<file path="config.mk">
export PLATFORM = sky130hd
export DESIGN_NAME = aux_nmi_ctrl
export DESIGN_NICKNAME = d
export VERILOG_FILES = /design/src/rtl/aux_nmi_pkg.sv /design/src/rtl/aux_nmi_sync.sv /design/src/rtl/aux_nmi_regs.sv /design/src/rtl/aux_nmi_src_fsm.sv /design/src/rtl/aux_nmi_ctrl.sv
export SDC_FILE = /design/constraint.sdc
export NUM_CORES = 1
export LEC_CHECK = 0
export BUFFER_PORTS_ARGS = -buffer_cell sky130_fd_sc_hd__buf_2
export CAP_MARGIN = 20
export CORE_UTILIZATION = 44
export CTS_BUF_LIST = sky130_fd_sc_hd__clkbuf_16
export DETAILED_ROUTE_END_ITERATION = 10
export PLACE_DENSITY = 0.81
export REMOVE_ABC_BUFFERS = 1
export SYNTH_ARGS = -nofsm -noshare
export SYNTH_HDL_FRONTEND = slang
export SYNTH_SLANG_ARGS = --single-unit
</file>
<file path="constraint.sdc">
create_clock -name clk -period 2 [get_ports clk]
set_input_delay 0.2 -clock clk [delete_from_list [all_inputs] [get_ports clk]]
set_output_delay 0.2 -clock clk [all_outputs]
set_load 0.05 [all_outputs]
</file>
<file path="src/rtl/aux_nmi_pkg.sv">
package aux_nmi_pkg;
    localparam int NSRC      = 2;   // 0: system-fail, 1: abort
    localparam int EN_BIT0   = 2;   // first per-source enable bit
    localparam int STAT_BIT0 = 2;   // first per-source status bit
    localparam int GLOB_BIT  = 4;
    localparam int ROUTE_BIT = 0;
    localparam int MASK_BIT  = 7;

    typedef enum logic [1:0] {
        SRC_OFF   = 2'd0,
        SRC_ARMED = 2'd1,
        SRC_FIRED = 2'd2
    } src_state_t;
endpackage

</file>
<file path="src/rtl/aux_nmi_sync.sv">
module aux_nmi_sync #(
    parameter int WIDTH     = 2,
    parameter bit RESET_VAL = 1'b1
) (
    input  logic             clk,
    input  logic             rst_n,
    input  logic [WIDTH-1:0] async_in,
    output logic [WIDTH-1:0] sync_out
);
    logic [WIDTH-1:0] stage1;

    always_ff @(posedge clk) begin
        if (!rst_n) begin
            stage1   <= {WIDTH{RESET_VAL}};
            sync_out <= {WIDTH{RESET_VAL}};
        end else begin
            stage1   <= async_in;
            sync_out <= stage1;
        end
    end
endmodule

</file>
<file path="src/rtl/aux_nmi_regs.sv">
module aux_nmi_regs
    import aux_nmi_pkg::*;
#(
    parameter int              ADDR_W     = 16,
    parameter logic [ADDR_W-1:0] MASK_ADDR  = 16'h0070,
    parameter logic [ADDR_W-1:0] GLOB_ADDR  = 16'h0036,
    parameter logic [ADDR_W-1:0] ROUTE_ADDR = 16'h0038,
    parameter logic [ADDR_W-1:0] EN_ADDR    = 16'h003E
) (
    input  logic              clk,
    input  logic              rst_n,
    input  logic [ADDR_W-1:0] io_addr,
    input  logic              io_wr,
    input  logic [7:0]        io_wdata,
    output logic              mask_dis,
    output logic              glob_en,
    output logic              route_sel,
    output logic [NSRC-1:0]   src_en
);
    logic unused_wdata_bits;
    assign unused_wdata_bits = ^io_wdata;

    always_ff @(posedge clk) begin
        if (!rst_n) begin
            mask_dis  <= 1'b1;
            glob_en   <= 1'b0;
            route_sel <= 1'b0;
            src_en    <= '0;
        end else if (io_wr) begin
            if (io_addr == MASK_ADDR)  mask_dis  <= io_wdata[MASK_BIT];
            if (io_addr == GLOB_ADDR)  glob_en   <= io_wdata[GLOB_BIT];
            if (io_addr == ROUTE_ADDR) route_sel <= io_wdata[ROUTE_BIT];
            if (io_addr == EN_ADDR)    src_en    <= io_wdata[EN_BIT0 +: NSRC];
        end
    end
endmodule

</file>
<file path="src/rtl/aux_nmi_src_fsm.sv">
module aux_nmi_src_fsm
    import aux_nmi_pkg::*;
(
    input  logic clk,
    input  logic rst_n,
    input  logic armed,
    input  logic event_on,
    output logic fired
);
    src_state_t state, state_nx;

    always_ff @(posedge clk) begin
        if (!rst_n) state <= SRC_OFF;
        else        state <= state_nx;
    end

    always_comb begin
        state_nx = state;
        unique case (state)
            SRC_OFF: begin
                if (armed && event_on) state_nx = SRC_FIRED;   // fire
                else if (armed)        state_nx = SRC_ARMED;   // arm
            end
            SRC_ARMED: begin
                if (!armed)        state_nx = SRC_OFF;         // disarm
                else if (event_on) state_nx = SRC_FIRED;       // fire
            end
            SRC_FIRED: begin
                if (!armed) state_nx = SRC_OFF;                // disarm
            end
            default: state_nx = SRC_OFF;
        endcase
    end

    always_comb begin
        fired = (state == SRC_FIRED);
    end
endmodule

</file>
<file path="src/rtl/aux_nmi_ctrl.sv">
module aux_nmi_ctrl
    import aux_nmi_pkg::*;
#(
    parameter int              ADDR_W     = 16,
    parameter logic [ADDR_W-1:0] MASK_ADDR  = 16'h0070,
    parameter logic [ADDR_W-1:0] STAT_ADDR  = 16'h0032,
    parameter logic [ADDR_W-1:0] GLOB_ADDR  = 16'h0036,
    parameter logic [ADDR_W-1:0] ROUTE_ADDR = 16'h0038,
    parameter logic [ADDR_W-1:0] EN_ADDR    = 16'h003E
) (
    input  logic              clk,
    input  logic              rst_n,
    input  logic [ADDR_W-1:0] io_addr,
    input  logic              io_wr,
    input  logic              io_rd,
    input  logic [7:0]        io_wdata,
    output logic [7:0]        io_rdata,
    input  logic              sysfail_n,
    input  logic              abort_n,
    output logic              nmi_out
);
    logic            mask_dis;
    logic            glob_en;
    logic            route_sel;
    logic [NSRC-1:0] src_en;
    logic [NSRC-1:0] evt_n_sync;
    logic [NSRC-1:0] fired;

    aux_nmi_regs #(
        .ADDR_W(ADDR_W), .MASK_ADDR(MASK_ADDR), .GLOB_ADDR(GLOB_ADDR),
        .ROUTE_ADDR(ROUTE_ADDR), .EN_ADDR(EN_ADDR)
    ) u_regs (
        .clk(clk), .rst_n(rst_n), .io_addr(io_addr), .io_wr(io_wr),
        .io_wdata(io_wdata), .mask_dis(mask_dis), .glob_en(glob_en),
        .route_sel(route_sel), .src_en(src_en)
    );

    aux_nmi_sync #(.WIDTH(NSRC), .RESET_VAL(1'b1)) u_sync (
        .clk(clk), .rst_n(rst_n),
        .async_in({abort_n, sysfail_n}),
        .sync_out(evt_n_sync)
    );

    for (genvar i = 0; i < NSRC; i++) begin : g_src
        aux_nmi_src_fsm u_fsm (
            .clk(clk), .rst_n(rst_n),
            .armed(glob_en && src_en[i]),
            .event_on(!evt_n_sync[i]),
            .fired(fired[i])
        );
    end

    always_ff @(posedge clk) begin
        if (!rst_n) nmi_out <= 1'b0;
        else        nmi_out <= (|fired) && !route_sel && !mask_dis;
    end

    always_comb begin
        io_rdata = '0;
        if (io_rd && io_addr == STAT_ADDR)
            io_rdata[STAT_BIT0 +: NSRC] = fired;
    end
endmodule

</file>
# == After elaboration in Yosys (flattened, before gate mapping) ==
# Index checks and enable logic that the tools add are counted.
# totals
reg_bits,14
in_bits,30
out_inout_bits,9
wordCells,57
# classes
n_eq_ne,15
n_mux,13
n_reduce_logical,20
# ops
cell,n
equality test 16 x 6 -> 1 bit (second input constant),4
2-to-1 mux 2 bit,11
equality test 16 x 7 -> 1 bit (second input constant),1
case mux 2 bit (3 select lines),2
AND reduction 2 bit,4
logical AND 1 bit,7
!= test 3 x 1 -> 1 bit (second input constant),2
!= test 3 bit (second input constant),2
AND reduction 3 bit,2
equality test 2 x 1 -> 1 bit (second input constant),2
equality test 2 bit (second input constant),2
logical NOT 1 bit,4
logical NOT 2 bit,2
!= test 2 bit (second input constant),2
OR reduction 2 bit,1

# == Logic depth before layout (Yosys ltp) ==
# Gate-level depths: netlist of the first run.
# depth
ltp_word,4
ltp_mapped,4
ltp_nobuf,4

# == By module ==
# From an unflattened synthesis of the first run, not the netlist that was laid out.
# unflattened
cells_unflattened,78
area_unflattened_um2,718.2
# modules_own_cells
module,n_inst,cells_each,area_per_inst_um2,seq_area_each_um2
aux_nmi_regs,1,33,301.5,100.1
aux_nmi_ctrl,1,23,163.9,20.0
aux_nmi_src_fsm,2,7,73.8,40.0
aux_nmi_sync,1,8,105.1,80.1

# == Worst setup path before layout of the first run ==
# No wires, ideal clock.
# synth_timing
kind,input to output
from,input port io_addr[13]
to,output port io_rdata[3]
arrival_ps,1760
required_ps,1800
setup_slack_ps,40
path_stages,4
path_buffers,0
cell_sequence,or4_4 > nor4_1 > nand2_1 > nor2_1
# synth_via
elab_chain_cells,3
# synth_lines
element,line_no,text
"start, declared",aux_nmi_ctrl.sv:13,"input logic [ADDR_W-1:0] io_addr,"
equality test 16 x 6 -> 1 bit,aux_nmi_ctrl.sv:60,if (io_rd && io_addr == STAT_ADDR)
logical AND 1 bit,aux_nmi_ctrl.sv:60,
2-to-1 mux 2 bit,aux_nmi_ctrl.sv:60,
"end, declared",aux_nmi_ctrl.sv:17,"output logic [7:0] io_rdata,"
# Every way passes these cells.

# == Worst setup path in the final report of the first run ==
# Ends and elaborated chain as after synthesis.

==> run metrics, run 1 <==
top_reg_cell synth=dfxtp_1; Critical Path RT=1.80 ns; Seq/Total Area, Yosys=43.3%; diode count=0; Worst Setup Start Kind=input port; Routability Congestion=0.797; max_cap viols=0; Clock Latency Late Sink=0.24 ns; ys async rst share=0%; placed standard-cell area=781 um^2; area delta synth->final=32.9%; TritonCTS clock tree=built; CP Capture Type=primary output; post-route setup TNS=0 ns; die area=1630 um^2; Worst-path clk slew=0.04 ns; fill count=123; Clock Skew=0.00508 ns; total I/O pin count=39; number of flops mapped to enable cells by yosys=0; Final Instance Area=860 um^2; Synth Cell Area=647 um^2; all-layer global routing usage=21.5%; Layout Nets=134; Die W=40.3 um; Initial Util=48.5%; Worst Slack Setup Final=0.191 ns; post-CTS sizing=0; f_max=553 MHz; detailed-route wire length=1360 um; clock buffer depth=2; Synth cell types=20; post-synth top area share=43.3%; LEAKAGE=0.394 nW; Highest Signal Layer=met4; top post-synthesis cells by area=dfxtp_1 43%, mux2i_1 7.7%, buf_4 7.0%; Syn. warnings=0; # setup viols final=0; vias in the first global route=509; TritonCTS Buffers=3; type of the tightest min-delay check=input port to register; Placed Cells=114; DRC viols=0; outcome=completed; total power=730 uW; GRT overflow=0; post-place setup slack=0.209 ns; first-pass GRT wire length=2150 um; Period minus WS final=1.81 ns; num rows=13; Yosys top cell by area=dfxtp_1; Root Driver=clkbuf_16; DR vias/cell=4.86; Final Hold Fails=0; Slew Limit Fails=0; WS Path Type=input port to primary output; Non-Filler Instances=118; IO buf count=29; postcts setup bufs=0; CTS Hold Buffers Added=0; CP arrival=1.61 ns; core area=1330 um^2; Seq. cell area=280 um^2; unrepaired setup endpoints after global routing=false; Max rail drop VDD=0.464 mV; met3 WL post-DR=69 um; Synth top cells by count=14 x dfxtp_1, 12 x nand2_1, 6 x buf_4, 6 x nand2b_1; dpl hpwl=1030 um; layout cell share with drive strength beyond 1=35.9%; First-pass DRT Iterations=4; Met1 Wirelength=492 um; met2 WL=768 um; Post-DRT Antenna Nets=0; wire length per cell=11.6 um; Initial DRC Count=19; Die H=40.3 um; Multi-input gate area=333 um^2; initial antenna violation count=0; number of synthesized register bits=14; period utilization=90.5%; H-tree levels=1; CTS sink cnt=14; vias=574; syn_area_per_cell=8.98 um^2; power per cell area=849 nW/um^2; largest net degree at the start of global routing=16; worst-path fanout max=3; leading cell type by number of instances after synthesis=dfxtp_1; cells after synthesis=72
==> worst max-delay path, cell delays in order <==
cell and delay [ns]:
buf_2 0.09, or4_4 0.55, nor4_1 0.28, nand2_1 0.12
nor2_1 0.11, buf_2 0.26
==> flip-flops by register name (all words and copies together) (netlist names) <==
signal             count
g_src.u_fsm.state      4
u_sync.sync_out        2
nmi_out                1
u_regs.src_en          2
u_sync.stage1          2
u_regs.route_sel       1
u_regs.mask_dis        1
u_regs.glob_en         1
==> power breakdown <==
part / internal [mW] / total, mW / switching [mW]
Combinational: 0.0265 / 0.0715 / 0.0450
Sequential: 0.284 / 0.284 / 0.000642
Clock: 0.264 / 0.374 / 0.110
Total: 0.574 / 0.730 / 0.156
==> per-stage QoR <==
step / util [%] / hold slack, ns
2_1_floorplan: - / 0.273
3_3_place_gp: 58.5 / 0.380
3_5_place_dp: 58.5 / 0.389
4_1_cts: 64.4 / 0.138
5_1_grt: 64.4 / 0.138
6_report: 64.4 / 0.139
==> routing by layer <==
| layer | vias to the layer above | track usage, % |
|---|---|---|
| met2 | 22 | 36.9 |
| li1 | 294 | - |
| met5 | - | 0 |
| met1 | 254 | 21.8 |
| met4 | 0 | 12.5 |
| met3 | 4 | 8.33 |
==> area by class of cell <==
type / instances / share of cell area, %
well taps: 15 / 2.18
clock buffers: 3 / 8.73
flip-flops and latches: 14 / 32.6
inverters: 1 / 0.437
multi-input cells: 55 / 38.7
clock inverters: 1 / 0.437
repair buffers: 29 / 16.9
==> final timing paths <==
kind / to / slack (ns) / depth (start not counted) / start
hold reg to reg: u_sync.sync_out[0] / 0.41 / 1 / u_sync.stage1[0]
setup reg to reg: nmi_out / 1.05 / 2 / g_src[1].u_fsm.state[0]
hold / removal: u_sync.stage1[0] / 0.14 / 2 / sysfail_n
setup / recovery: io_rdata[3] / 0.19 / 6 / io_addr[13]
==> layout by cell type, fill, tap and decap left out <==
| cell type | count |
|---|---|
| nand3b_1 | 2 |
| dfxtp_1 | 14 |
| clkbuf_16 | 3 |
| nand2b_1 | 6 |
| nor3_1 | 1 |
| a2111oi_0 | 1 |
| nor4_1 | 1 |
| nand3_1 | 4 |
| conb_1 | 6 |
| buf_2 | 29 |
| nor2b_1 | 4 |
| inv_1 | 1 |
| a211oi_1 | 2 |
| nor4_2 | 2 |
| mux2i_1 | 5 |
| nand2_1 | 12 |
| or3b_2 | 1 |
| nor2_1 | 5 |
| or4_4 | 2 |
| clkinv_1 | 1 |
| nor3b_1 | 1 |
==> cells by family (layout without fill, tap and decap cells) <==
| kind of cell | after synthesis | after routing | synth area share [%] |
|---|---|---|---|
| and+or+nand+nor | 41 | 41 | 36.6 |
| DFF | 14 | 14 | 43.3 |
| buffers and inverters | 8 | 34 | 8.12 |
| muxes | 5 | 5 | 7.74 |
| AOI/OAI and AO/OA | 3 | 3 | 3.67 |
| other | 1 | 6 | 0.580 |
(Power assumes the default switching activity.)
==> run 2, diff against run 1 <==
Settings changed: PLACE_DENSITY 0.81 to 0.85.
==> run metrics, run 2 (synthesized netlist as in run 1, its figures left out) <==
total I/O pin count=39; Sw Share=21.1%; Root Driver=clkbuf_16; hold-critical path depth=2; commonest non-fill, non-tap cells in the layout=29 x buf_2, 14 x dfxtp_1, 12 x nand2_1; TritonCTS Buffers=3; DR vias/cell=5.08; Clock Skew=0.00203 ns; post-CTS sizing=0; CTS sink cnt=14; Initial Util=48.5%; cell-internal power=574 uW; worst reg2reg path endpoint=nmi_out; GRT overflow=0; Placed Cells=114; TritonCTS clock tree=built; Clock Latency Late Sink=0.24 ns; type of the tightest min-delay check=input port to register; combinational share of power=10.0%; Routability Congestion=0.755; vias in the first global route=609; diode count=0; Critical Path RT=1.80 ns; Die H=40.3 um; vias=599; First-pass DRT Iterations=4; power per cell area=846 nW/um^2; Slew Limit Fails=0; LEAKAGE=0.394 nW; initial antenna violation count=0; clock buffer depth=2; post-place setup slack=0.162 ns; area delta synth->final=32.9%; worst-path fanout max=3; Worst Setup Start Kind=input port; all-layer global routing usage=21.1%; core area=1330 um^2; Worst Slack Setup Final=0.178 ns; Non-Filler Instances=118; first-pass GRT wire length=2230 um; Layout Nets=134; max FFs per register=4; max_cap viols=0; postcts setup bufs=0; reg-to-reg startpoint=g_src[1].u_fsm.state[0]; unrepaired setup endpoints after global routing=false; Period minus WS final=1.82 ns; largest net degree at the start of global routing=16; outcome=completed; CP Capture Type=primary output; Final Hold Fails=0; post-route setup TNS=0 ns; Max rail drop VDD=0.401 mV; detailed-route wire length=1460 um; CTS Hold Buffers Added=0; Top reg by flops=g_src.u_fsm.state; Post-DRT Antenna Nets=0; layout cell share with drive strength beyond 1=35.9%; die area=1630 um^2; DRC viols=0; Initial DRC Count=15; WHS=0.142 ns; Worst-path clk slew=0.04 ns; WS Path Type=input port to primary output; f_max=549 MHz; CP arrival=1.62 ns; reg2reg path depth=2; sequential share of power=39.1%; dpl hpwl=1030 um; IO buf count=29; flop-to-flop setup slack=1.04 ns; # setup viols final=0; WHS Endpoint=u_sync.stage1[0]; most common cell after layout, fill and taps aside=buf_2; period utilization=91.1%; total power=727 uW; Die W=40.3 um; num rows=13; Clock power frac=50.9%; Hold Startpoint=sysfail_n; H-tree levels=1; Psw=153 uW; wire length per cell=12.4 um
run 2: worst max path at each step:
stage | startpoint | to | slack, ns
2_1_floorplan | io_addr[13] | io_rdata[3] | 0.04
3_3_place_gp | io_addr[13] | io_rdata[3] | 0.18
3_5_place_dp | io_addr[13] | io_rdata[3] | 0.16
4_1_cts | io_addr[13] | io_rdata[3] | 0.18
5_1_grt | io_addr[13] | io_rdata[3] | 0.03
6_report | io_addr[13] | io_rdata[3] | 0.18
run 2: area by class of cell:
cell class,count,area [um^2]
multi-input cells,55,333
clock inverters,1,3.75
well taps,15,18.8
repair buffers,29,145
fillers,111,474
inverters,1,3.75
clock buffers,3,75.1
flip-flops and latches,14,280
run 2: metrics by stage:
stage               utilization, %  cell area (um^2)
CTS                           64.4               860
detailed placement            58.5               781
global route                  64.4               860
finish                        64.4               860
floorplan                        -               617
global placement              58.5               781
run 2: layer usage:
metal | GRT usage, % | vias up | wire length (um)
met4 | 10.8 | 0 | 27
met1 | 17.2 | 274 | 533
met5 | 0 | - | 0
met3 | 5.56 | 4 | 75
met2 | 43.7 | 26 | 823
li1 | - | 295 | -
run 2: worst max-delay path, cell delays in order:
cell	delay [ns]
buf_2	0.10
or4_4	0.55
nor4_1	0.27
nand2_1	0.12
nor2_1	0.12
buf_2	0.26
run 2: power by group through the flow:
stage	combinational, mW	sequential [mW]	clock (mW)
floorplan	0.0385	0.289	0
global placement	0.0685	0.289	0
detailed placement	0.0707	0.289	0
CTS	0.0720	0.284	0.374
global route	0.0782	0.284	0.391
finish	0.0726	0.284	0.370
==> run 3, diff against run 2 <==
Settings changed: CORE_ASPECT_RATIO from default to 1.25, CORE_UTILIZATION 44 to 32, CTS_CLUSTER_SIZE from default to 14, PLACE_DENSITY 0.85 to 0.66, SLEW_MARGIN from default to 20.
==> run metrics, run 3 (synthesized netlist as in run 1, its figures left out) <==
total I/O pin count=39; flop-to-flop setup slack=1.07 ns; WHS Endpoint=u_sync.stage1[1]; outcome=completed; DR vias/cell=4.64; DRC viols=0; vias=561; type of the tightest min-delay check=input port to register; # setup viols final=0; post-CTS sizing=0; num rows=17; Initial Util=35.4%; wire length per cell=9.69 um; reg2reg path depth=2; max_cap viols=0; post-route setup TNS=0 ns; Clock Skew=0.00427 ns; Hold Startpoint=abort_n; Die H=52.3 um; vias in the first global route=521; postcts setup bufs=0; Worst-path clk slew=0.04 ns; IO buf count=29; Max rail drop VDD=0.663 mV; core area=1830 um^2; WHS=0.145 ns; dpl hpwl=944 um; Placed Cells=118; layout cell share with drive strength beyond 1=36.3%; fill count=181; Top reg by flops=g_src.u_fsm.state; largest net degree at the start of global routing=16; Multi-input gate area=333 um^2; period utilization=92.8%; Worst Slack Setup Final=0.144 ns; power per cell area=827 nW/um^2; TritonCTS clock tree=built; commonest non-fill, non-tap cells in the layout=29 x buf_2, 14 x dfxtp_1, 12 x nand2_1; GRT overflow=0; Final Hold Fails=0; hold-critical path depth=2; Final Instance Area=861 um^2; CTS sink cnt=14; first-pass GRT wire length=2080 um; TritonCTS Buffers=3; max FFs per register=4; Seq. cell area=280 um^2; unrepaired setup endpoints after global routing=false; Clock Latency Late Sink=0.24 ns; Post-Route Utilization=47.1%; Routability Congestion=0.718; Critical Path RT=1.80 ns; Root Driver=clkbuf_16; Non-Filler Instances=121; Worst Setup Start Kind=input port; Period minus WS final=1.86 ns; initial antenna violation count=0; H-tree levels=1; all-layer global routing usage=12.9%; post-place setup slack=0.138 ns; die area=2210 um^2; most common cell after layout, fill and taps aside=buf_2; WS Path Type=input port to primary output; CP Capture Type=primary output; Initial DRC Count=7; CTS Hold Buffers Added=0; Layout Nets=134; diode count=0; worst-path fanout max=3; LEAKAGE=0.393 nW; f_max=539 MHz; First-pass DRT Iterations=4; area delta synth->final=33.1%; Slew Limit Fails=0; placed standard-cell area=786 um^2; total power=712 uW; clock buffer depth=2; reg-to-reg startpoint=g_src[1].u_fsm.state[0]; Post-DRT Antenna Nets=0; CP arrival=1.66 ns; Die W=42.2 um; detailed-route wire length=1170 um; worst reg2reg path endpoint=nmi_out
[run 3: power by group]
group          total [mW]  switching, mW  internal (mW)  leakage, nW
Sequential          0.284       0.000509          0.284        0.114
Clock               0.357         0.0975          0.260       0.0370
Combinational      0.0706         0.0440         0.0265        0.242
[run 3: metal layers]
metal | track usage, % | routed length (um)
met1 | 12.5 | 498
met2 | 23.3 | 601
met3 | 6.55 | 56
met4 | 4.69 | 17
met5 | 0 | 0
[run 3: final cells by class]
class / instances / area share, %
inverters: 1 / 0.436
flip-flops and latches: 14 / 32.6
well taps: 19 / 2.76
repair buffers: 29 / 16.9
clock buffers: 3 / 8.72
multi-input cells: 55 / 38.7
[run 3: how the worst max path moves through the flow]
stage / startpoint / to / slack (ns) / cells past startpoint
2_1_floorplan: io_addr[13] / io_rdata[3] / 0.04 / 4
3_3_place_gp: io_addr[13] / io_rdata[3] / 0.17 / 6
3_5_place_dp: io_addr[13] / io_rdata[3] / 0.14 / 6
4_1_cts: io_addr[13] / io_rdata[2] / 0.13 / 6
5_1_grt: io_addr[13] / io_rdata[3] / 0.04 / 6
6_report: io_addr[13] / io_rdata[3] / 0.14 / 6
[run 3: critical path, stage by stage]
cell and delay (ns):
buf_2 0.10, or4_4 0.55, nor4_1 0.31, nand2_1 0.12
nor2_1 0.11, buf_2 0.26
